<file path="config.mk">
export PLATFORM = sky130hd
export DESIGN_NAME = xtrig_unit
export DESIGN_NICKNAME = d
export VERILOG_FILES = /design/src/rtl/xtrig_pkg.sv /design/src/rtl/xtrig_sync.sv /design/src/rtl/xtrig_cfg.sv /design/src/rtl/xtrig_detect.sv /design/src/rtl/xtrig_unit.sv
export SDC_FILE = /design/constraint.sdc
export NUM_CORES = 1
export LEC_CHECK = 0
export BUFFER_PORTS_ARGS = -buffer_cell sky130_fd_sc_hd__clkbuf_2
export CORE_MARGIN = 2
export CORE_UTILIZATION = 47
export DETAILED_ROUTE_END_ITERATION = 12
export PLACE_DENSITY = 0.84
export SYNTH_ARGS = -nofsm -noshare
export SYNTH_HDL_FRONTEND = slang
export SYNTH_SLANG_ARGS = --single-unit
</file>
<file path="constraint.sdc">
create_clock -name clk -period 1.5 [get_ports clk]
set_input_delay 0.075 -clock clk [delete_from_list [all_inputs] [get_ports clk]]
set_output_delay 0.075 -clock clk [all_outputs]
set_load 0.1 [all_outputs]
</file>
<file path="src/rtl/xtrig_pkg.sv">
package xtrig_pkg;

  typedef enum logic [2:0] {
    TRIG_LEVEL_LOW,
    TRIG_LEVEL_HIGH,
    TRIG_EDGE_RISE,
    TRIG_EDGE_FALL,
    TRIG_EDGE_ANY
  } trig_mode_e;

  // Map the three per-channel control bits to one trigger mode.
  function automatic trig_mode_e decode_mode(input logic lvl, input logic sns, input logic both);
    if (lvl)       return sns ? TRIG_LEVEL_HIGH : TRIG_LEVEL_LOW;
    else if (both) return TRIG_EDGE_ANY;
    else           return sns ? TRIG_EDGE_RISE : TRIG_EDGE_FALL;
  endfunction

endpackage

</file>
<file path="src/rtl/xtrig_sync.sv">
module xtrig_sync #(
  parameter int unsigned WIDTH  = 4,
  parameter int unsigned STAGES = 2
) (
  input  logic             clk,
  input  logic             rst,
  input  logic [WIDTH-1:0] d_i,
  output logic [WIDTH-1:0] q_o
);
  logic [WIDTH-1:0] stg [STAGES];

  always_ff @(posedge clk) begin
    if (rst) begin
      for (int i = 0; i < STAGES; i++) stg[i] <= '0;
    end else begin
      stg[0] <= d_i;
      for (int i = 1; i < STAGES; i++) stg[i] <= stg[i-1];
    end
  end

  assign q_o = stg[STAGES-1];
endmodule

</file>
<file path="src/rtl/xtrig_cfg.sv">
module xtrig_cfg #(
  parameter int unsigned NUM_CH = 4,
  parameter int unsigned DATA_W = 32
) (
  input  logic              clk,
  input  logic              rst,
  input  logic              wr_i,
  input  logic [DATA_W-1:0] wdata_i,
  output logic [DATA_W-1:0] rdata_o,
  output logic [NUM_CH-1:0] mask_o,
  output logic [NUM_CH-1:0] lvl_o,
  output logic [NUM_CH-1:0] sns_o,
  output logic [NUM_CH-1:0] both_o,
  output logic [NUM_CH-1:0] clr_o
);
  localparam int unsigned STORED_W = 4 * NUM_CH;
  localparam int unsigned USED_W   = 5 * NUM_CH;
  localparam int unsigned PAD_W    = DATA_W - STORED_W;

  logic [NUM_CH-1:0] mask_q, lvl_q, sns_q, both_q;
  logic              unused_hi;

  always_ff @(posedge clk) begin
    if (rst) begin
      mask_q <= '0;
      lvl_q  <= '1;
      sns_q  <= '0;
      both_q <= '0;
    end else if (wr_i) begin
      mask_q <= wdata_i[0*NUM_CH +: NUM_CH];
      lvl_q  <= wdata_i[1*NUM_CH +: NUM_CH];
      sns_q  <= wdata_i[2*NUM_CH +: NUM_CH];
      both_q <= wdata_i[3*NUM_CH +: NUM_CH];
    end
  end

  // Clear bits act during the write cycle only; they are never stored.
  assign clr_o     = wr_i ? wdata_i[4*NUM_CH +: NUM_CH] : '0;
  assign unused_hi = ^wdata_i[DATA_W-1:USED_W];

  assign rdata_o = {{PAD_W{1'b0}}, both_q, sns_q, lvl_q, mask_q};
  assign mask_o  = mask_q;
  assign lvl_o   = lvl_q;
  assign sns_o   = sns_q;
  assign both_o  = both_q;
endmodule

</file>
<file path="src/rtl/xtrig_detect.sv">
module xtrig_detect
  import xtrig_pkg::*;
(
  input  logic clk,
  input  logic rst,
  input  logic pin_now_i,
  input  logic pin_prev_i,
  input  logic lvl_i,
  input  logic sns_i,
  input  logic both_i,
  input  logic mask_i,
  input  logic clr_i,
  output logic req_o
);
  trig_mode_e mode;
  logic       hit;
  logic       level_ok;
  logic       held_q;

  always_comb begin
    mode     = decode_mode(lvl_i, sns_i, both_i);
    hit      = 1'b0;
    level_ok = 1'b0;
    unique case (mode)
      TRIG_LEVEL_LOW:  level_ok = !pin_now_i;
      TRIG_LEVEL_HIGH: level_ok = pin_now_i;
      TRIG_EDGE_RISE:  hit = pin_now_i && !pin_prev_i;
      TRIG_EDGE_FALL:  hit = !pin_now_i && pin_prev_i;
      TRIG_EDGE_ANY:   hit = pin_now_i ^ pin_prev_i;
      default:         hit = 1'b0;
    endcase
  end

  // Edge latch: a new hit wins over a clear in the same cycle.
  always_ff @(posedge clk) begin
    if (rst || lvl_i) held_q <= 1'b0;
    else              held_q <= (held_q && !clr_i) || hit;
  end

  always_ff @(posedge clk) begin
    if (rst) req_o <= 1'b0;
    else     req_o <= mask_i && (lvl_i ? level_ok : held_q);
  end
endmodule

</file>
<file path="src/rtl/xtrig_unit.sv">
module xtrig_unit #(
  parameter int unsigned NUM_CH      = 4,
  parameter int unsigned DATA_W      = 32,
  parameter int unsigned SYNC_STAGES = 2
) (
  input  logic              clk,
  input  logic              rst,
  input  logic [NUM_CH-1:0] irq_pin_i,
  input  logic              cfg_wr_i,
  input  logic [DATA_W-1:0] cfg_wdata_i,
  output logic [DATA_W-1:0] cfg_rdata_o,
  output logic [NUM_CH-1:0] irq_req_o
);
  logic [NUM_CH-1:0] pin_sync, pin_prev;
  logic [NUM_CH-1:0] mask, lvl, sns, both, clr;

  xtrig_sync #(.WIDTH(NUM_CH), .STAGES(SYNC_STAGES)) u_sync (
    .clk(clk), .rst(rst), .d_i(irq_pin_i), .q_o(pin_sync)
  );

  always_ff @(posedge clk) begin
    if (rst) pin_prev <= '0;
    else     pin_prev <= pin_sync;
  end

  xtrig_cfg #(.NUM_CH(NUM_CH), .DATA_W(DATA_W)) u_cfg (
    .clk(clk), .rst(rst), .wr_i(cfg_wr_i), .wdata_i(cfg_wdata_i),
    .rdata_o(cfg_rdata_o), .mask_o(mask), .lvl_o(lvl), .sns_o(sns),
    .both_o(both), .clr_o(clr)
  );

  for (genvar c = 0; c < NUM_CH; c++) begin : g_ch
    xtrig_detect u_det (
      .clk(clk), .rst(rst),
      .pin_now_i(pin_sync[c]), .pin_prev_i(pin_prev[c]),
      .lvl_i(lvl[c]), .sns_i(sns[c]), .both_i(both[c]),
      .mask_i(mask[c]), .clr_i(clr[c]), .req_o(irq_req_o[c])
    );
  end
endmodule

</file>
* Word-level counts from Yosys, hierarchy flattened
Memories as Yosys holds them, arrays and structs flattened. Index checks and enable logic that the tools add are counted.
Storage, ports and cells: register bits after elaboration 28, memory bits (writable) 8, input bits 39, output and inout port bits 36, logic and storage cells 110, memories 1
Memory list:
- u_sync.stg | depth 2, bits a word 4, rd ports 2, clocked after Yosys merged registers in 0, wr ports 2, RTL line xtrig_sync.sv:10 | logic [WIDTH-1:0] stg [STAGES];
Cells by class: eq/ne operators 16, mux-type cells 34, bitwise logic cells 6, reduce and logical (&&, ||, !) cells 40
Operators by type and width (count):
- 3-bit by 2-bit == test with 1-bit output (second input constant) | 8
- 3-bit 2-to-1 mux | 8
- 1-bit logical AND | 16
- 1-bit 2-to-1 mux | 15
- 3-bit by 1-bit == test with 1-bit output (second input constant) | 4
- 3-bit == test (second input constant) | 4
- 1-bit zero test | 12
- 3-bit zero test | 4
- 4-bit 2-to-1 mux | 3
- 1-bit case mux with 3 select lines | 4
- 1-bit logical OR | 8
- 1-bit case mux with 2 select lines | 4
- 1-bit XOR | 4
- 1-bit OR | 2

* Depth between registers and ports, before layout
depth after elaboration 7, gate-level depth with buffers 5, depth with buffers taken out 5

* Hierarchy
Synthesis repeated with hierarchy kept, for this count alone.
Unflattened totals: cells, all modules 173, area total of the unflattened synthesis 1775.5 um^2
By module, submodules not included:
- xtrig_cfg | times used 1, cells an instance 89, area each 849.6 um^2, sequential area each 320.3 um^2
- xtrig_detect | times used 4, cells an instance 14, area each 145.1 um^2, sequential area each 40.0 um^2
- xtrig_sync | times used 1, cells an instance 20, area each 240.2 um^2, sequential area each 160.2 um^2
- xtrig_unit | times used 1, cells an instance 8, area each 105.1 um^2, sequential area each 80.1 um^2

* Worst setup path before layout
Ideal clock, no wire load.
kind reg-to-reg, start point memory u_sync.stg[1][0] (netlist: u_sync.stg[0][4]), end point register g_ch[0].u_det.held_q, library setup time 0.122 ns, arrival 1.035 ns, required time 1.378 ns, setup slack 0.343 ns, cell stages (with the launch flop) 6, buffers on the path 0, period minus slack after synthesis 1.157 ns, path through dfxtp_1 -> inv_1 -> ha_1 -> mux2_1 -> o21ai_1 -> a211oi_2
RTL lines:
- start: declaration | RTL line xtrig_sync.sv:10
- end signal: assignment | RTL line xtrig_detect.sv:37 | else held_q <= (held_q && !clr_i) || hit;
- end: declaration | RTL line xtrig_detect.sv:18 | logic held_q;

* Worst setup path in the final report
start point register u_cfg.lvl_q[3] (netlist: u_cfg.lvl_o[3]), end point output cfg_rdata_o[7]
RTL lines:
- start: declaration | RTL line xtrig_cfg.sv:20 | logic [NUM_CH-1:0] mask_q, lvl_q, sns_q, both_q;
- start signal: assignment | RTL line xtrig_cfg.sv:31 | lvl_q <= wdata_i[1*NUM_CH +: NUM_CH];
- end: declaration | RTL line xtrig_unit.sv:11 | output logic [DATA_W-1:0] cfg_rdata_o,
No word-level cell between the ends.

==> Implementation_results.wiki <==
{| class="wikitable"
! Metric !! Value
|-
| Power density over the cells || 1082 nW/µm²
|-
| Antenna-violating nets left || 0
|-
| Setup repair after global routing missed its margin || false
|-
| Average instance area after synthesis || 9.838 µm²
|-
| Post-detail-place hpwl || 1.858 mm
|-
| Setup slack of the most critical reg-to-reg path || 0.19 ns
|-
| Net count of the finished layout || 269
|-
| Overall Global Routing Usage || 0.1527
|-
| Maximum clock insertion buffer count || 2
|-
| Clock transition at the registers of the reported paths || 0.10 ns
|-
| Leakage power summed over all cells || 0.0009656 µW
|-
| DR iter-0 viols || 45
|-
| Cell Chain, Critical Path || clkbuf_2
|-
| Most common cell after layout, fill and taps aside || clkbuf_2
|-
| Buffers and inverters on the worst path || 1
|-
| Number of antenna repair diodes || 0
|-
| Detailed-route vias per instance || 4.387
|-
| Die ar. || 4163 µm²
|-
| Insertion delay to the later sink of the worst-skew pair || 0.33 ns
|-
| Final hold vios || 0
|-
| CP top delay family || buffers and inverters
|-
| Cell with the largest stage delay on the worst path || clkbuf_2
|-
| Compound-Gate Fraction of Synth Area || 0.06105
|-
| Data arrival time at the worst-slack endpoint || 1.25 ns
|-
| Xor and xnor fraction of the mapped netlist area || 0.02035
|-
| Cells taking the most area after synthesis || dfxtp_1, buf_4, mux2i_1
|-
| Pre-CTS setup slack || 0.2035 ns
|-
| Fin crit share || 0.8807
|-
| Startpoint type of the worst setup path || register
|-
| Placement Rows || 21
|-
| Number of port buffers || 46
|-
| Vias after detailed routing || 1180
|-
| Detailed-routing iteration count for the pre-antenna-repair pass || 4
|-
| Core region area || 3416 µm²
|-
| Number of register bits inferred by synthesis || 36
|-
| Hold slack || 0.02320 ns
|-
| I/O Pins || 75
|-
| Largest voltage drop on the vdd net || 0.0006863 V
|-
| Warnings from Yosys || 0
|-
| Sequential fraction of the synthesis area || 0.4186
|-
| Cell variety after synth || 17
|-
| Starting density of the core || 0.5040
|-
| Simple-gate portion of the synthesized area || 0.1221
|-
| Maximum number of pins on one net before global-route repair || 32
|-
| Sink Count || 36
|-
| Htree depth || 2
|-
| Max-slew violations || 0
|-
| Max Fclk || 0.7570 GHz
|-
| Mux cell area share after synthesis || 0.1192
|-
| Post-route standard cell area excluding fillers || 2033 µm²
|-
| Worst-margin pin slew || 0.7096 ns
|-
| Max-cap violations || 0
|-
| Post-layout min period || 1.321 ns
|-
| Arithmetic-cell share of the synthesized area counting full adders, half adders and majority gates || 0.05814
|-
| Wire length of the first global-routing pass || 4.836 mm
|-
| Remaining routing DRC violations || 0
|-
| Leading cell types in the layout, fill and taps excluded || clkbuf_2, dfxtp_1, dlygate4sd3_1
|-
| Biggest fanout along the worst timing path || 4
|-
| Combinational family with the most area after synthesis || buffers and inverters
|-
| Hold/Removal Path Class || in2reg
|-
| Cell taking the most area after synthesis || dfxtp_1
|-
| Number of antenna violations at the first check in global routing || 0
|-
| Mapped Area || 1722 µm²
|-
| Slew headroom || 0.5269
|-
| CTS tree || done
|-
| Placer congestion estimate || 0.7011
|-
| Summed negative setup slack over all endpoints || 0 ns
|-
| Clock buffer count from CTS || 5
|-
| Worst setup EP type || output pin
|-
| Layout cells sized above 1 || 0.2556
|-
| Non-filler cells in the finished layout || 269
|-
| Instance count of the mapped netlist || 175
|-
| CP max stage delay || 0.49 ns
|-
| Die span in y || 64.53 µm
|-
| Number of placed instances, taps included || 241
|-
| Total wire length after detailed routing || 2.914 mm
|-
| Final setup viols || 0
|-
| Area growth from synthesis to layout || 18.10%
|-
| Clock root buffer || clkbuf_4
|-
| Total overflow reported by the global router || 0
|-
| Share of Yosys cell area claimed by the top area cell type || 0.4186
|-
| Placement Cell Area || 1774 µm²
|-
| Start-to-end type of the worst setup path || reg2out
|-
| Number of global-route vias before repair || 1159
|-
| Worst clock skew || 0.002705 ns
|-
| Average detailed-routed wire length per instance || 10.83 µm
|-
| Status || complete, no violations
|-
| Floorplan die width || 64.53 µm
|-
| Worst setup margin || 0.1789 ns
|-
| CP Data Required Time || 1.42 ns
|}
## state kept, by name, indices dropped and copies added, names as in the netlist
name and flops:
u_cfg.mask_o 4, g_ch.u_det.held_q 4, u_cfg.both_o 4, g_ch.u_det.req_o 4
pin_prev 4, u_sync.stg 8, u_cfg.lvl_o 4, u_cfg.sns_o 4
## routing by layer
| layer | global-route usage | vias up | part of all wire |
|---|---|---|---|
| met5 | 0 | - | 0 |
| met4 | 0.04787 | 0 | 0.011 |
| met3 | 0.05729 | 4 | 0.048 |
| met2 | 0.2721 | 29 | 0.52 |
| met1 | 0.1676 | 540 | 0.42 |
| li1 | - | 607 | - |
## synth_stat cells
cell type / number
nor3b_1: 4
xnor2_1: 4
o21ai_1: 4
nor2b_1: 12
buf_4: 38
buf_2: 3
dfxtp_1: 36
mux2_1: 4
buf_6: 1
a211o_1: 4
inv_1: 8
nor2_1: 16
nand2_1: 12
mux2i_1: 16
conb_1: 1
a211oi_2: 4
ha_1: 8
## power breakdown
group	switching [µW]	leakage [µW]	internal [µW]
sequential	36.6	0.000296	1000
combinational	488	0.000637	145
clock	299	0.0000326	231
total	823	0.000966	1380
## cell type report
class                   instances  area, µm²
well taps                      46      57.56
flip-flops and latches         36      720.7
inverters                       8      30.03
clock buffers                   8      58.81
fillers                       319       1383
repair buffers                 67      450.4
multi-input cells             104      715.7
## through the flow
step           utilization  power, µW
2_1_floorplan            -       1640
3_3_place_gp        0.5194       1645
3_5_place_dp        0.5194       1651
4_1_cts             0.5952       2225
5_1_grt             0.5952       2321
6_report            0.5952       2201
## logic make-up after synthesis
group,Yosys count
AND/OR/NAND/NOR,44
buffers and inverters,50
multiplexers,20
XOR/XNOR,4
flip-flops,36
AO/OA/AOI/OAI,12
other,1
adder cells (fa/ha/maj),8
## what timing repair did
| item | 4_1_cts | 5_1_grt |
|---|---|---|
| setup buffers | 0 | 0 |
| setup endpoints to repair | 0 | 0 |
| hold endpoints to repair | 20 | 0 |
| hold buffers | 20 | 0 |
| gates resized for setup | 0 | 0 |
## final timing paths
kind,start,end,cells after the start
worst min register to register,u_sync.stg[0][1],u_sync.stg[0][5],1
worst min-delay path,cfg_wdata_i[19],g_ch[3].u_det.held_q,4
worst max register to register,u_sync.stg[0][5],g_ch[1].u_det.held_q,5
worst max-delay path,u_cfg.lvl_o[3],cfg_rdata_o[7],1
Note: power is estimated with default switching activity, not from simulation.
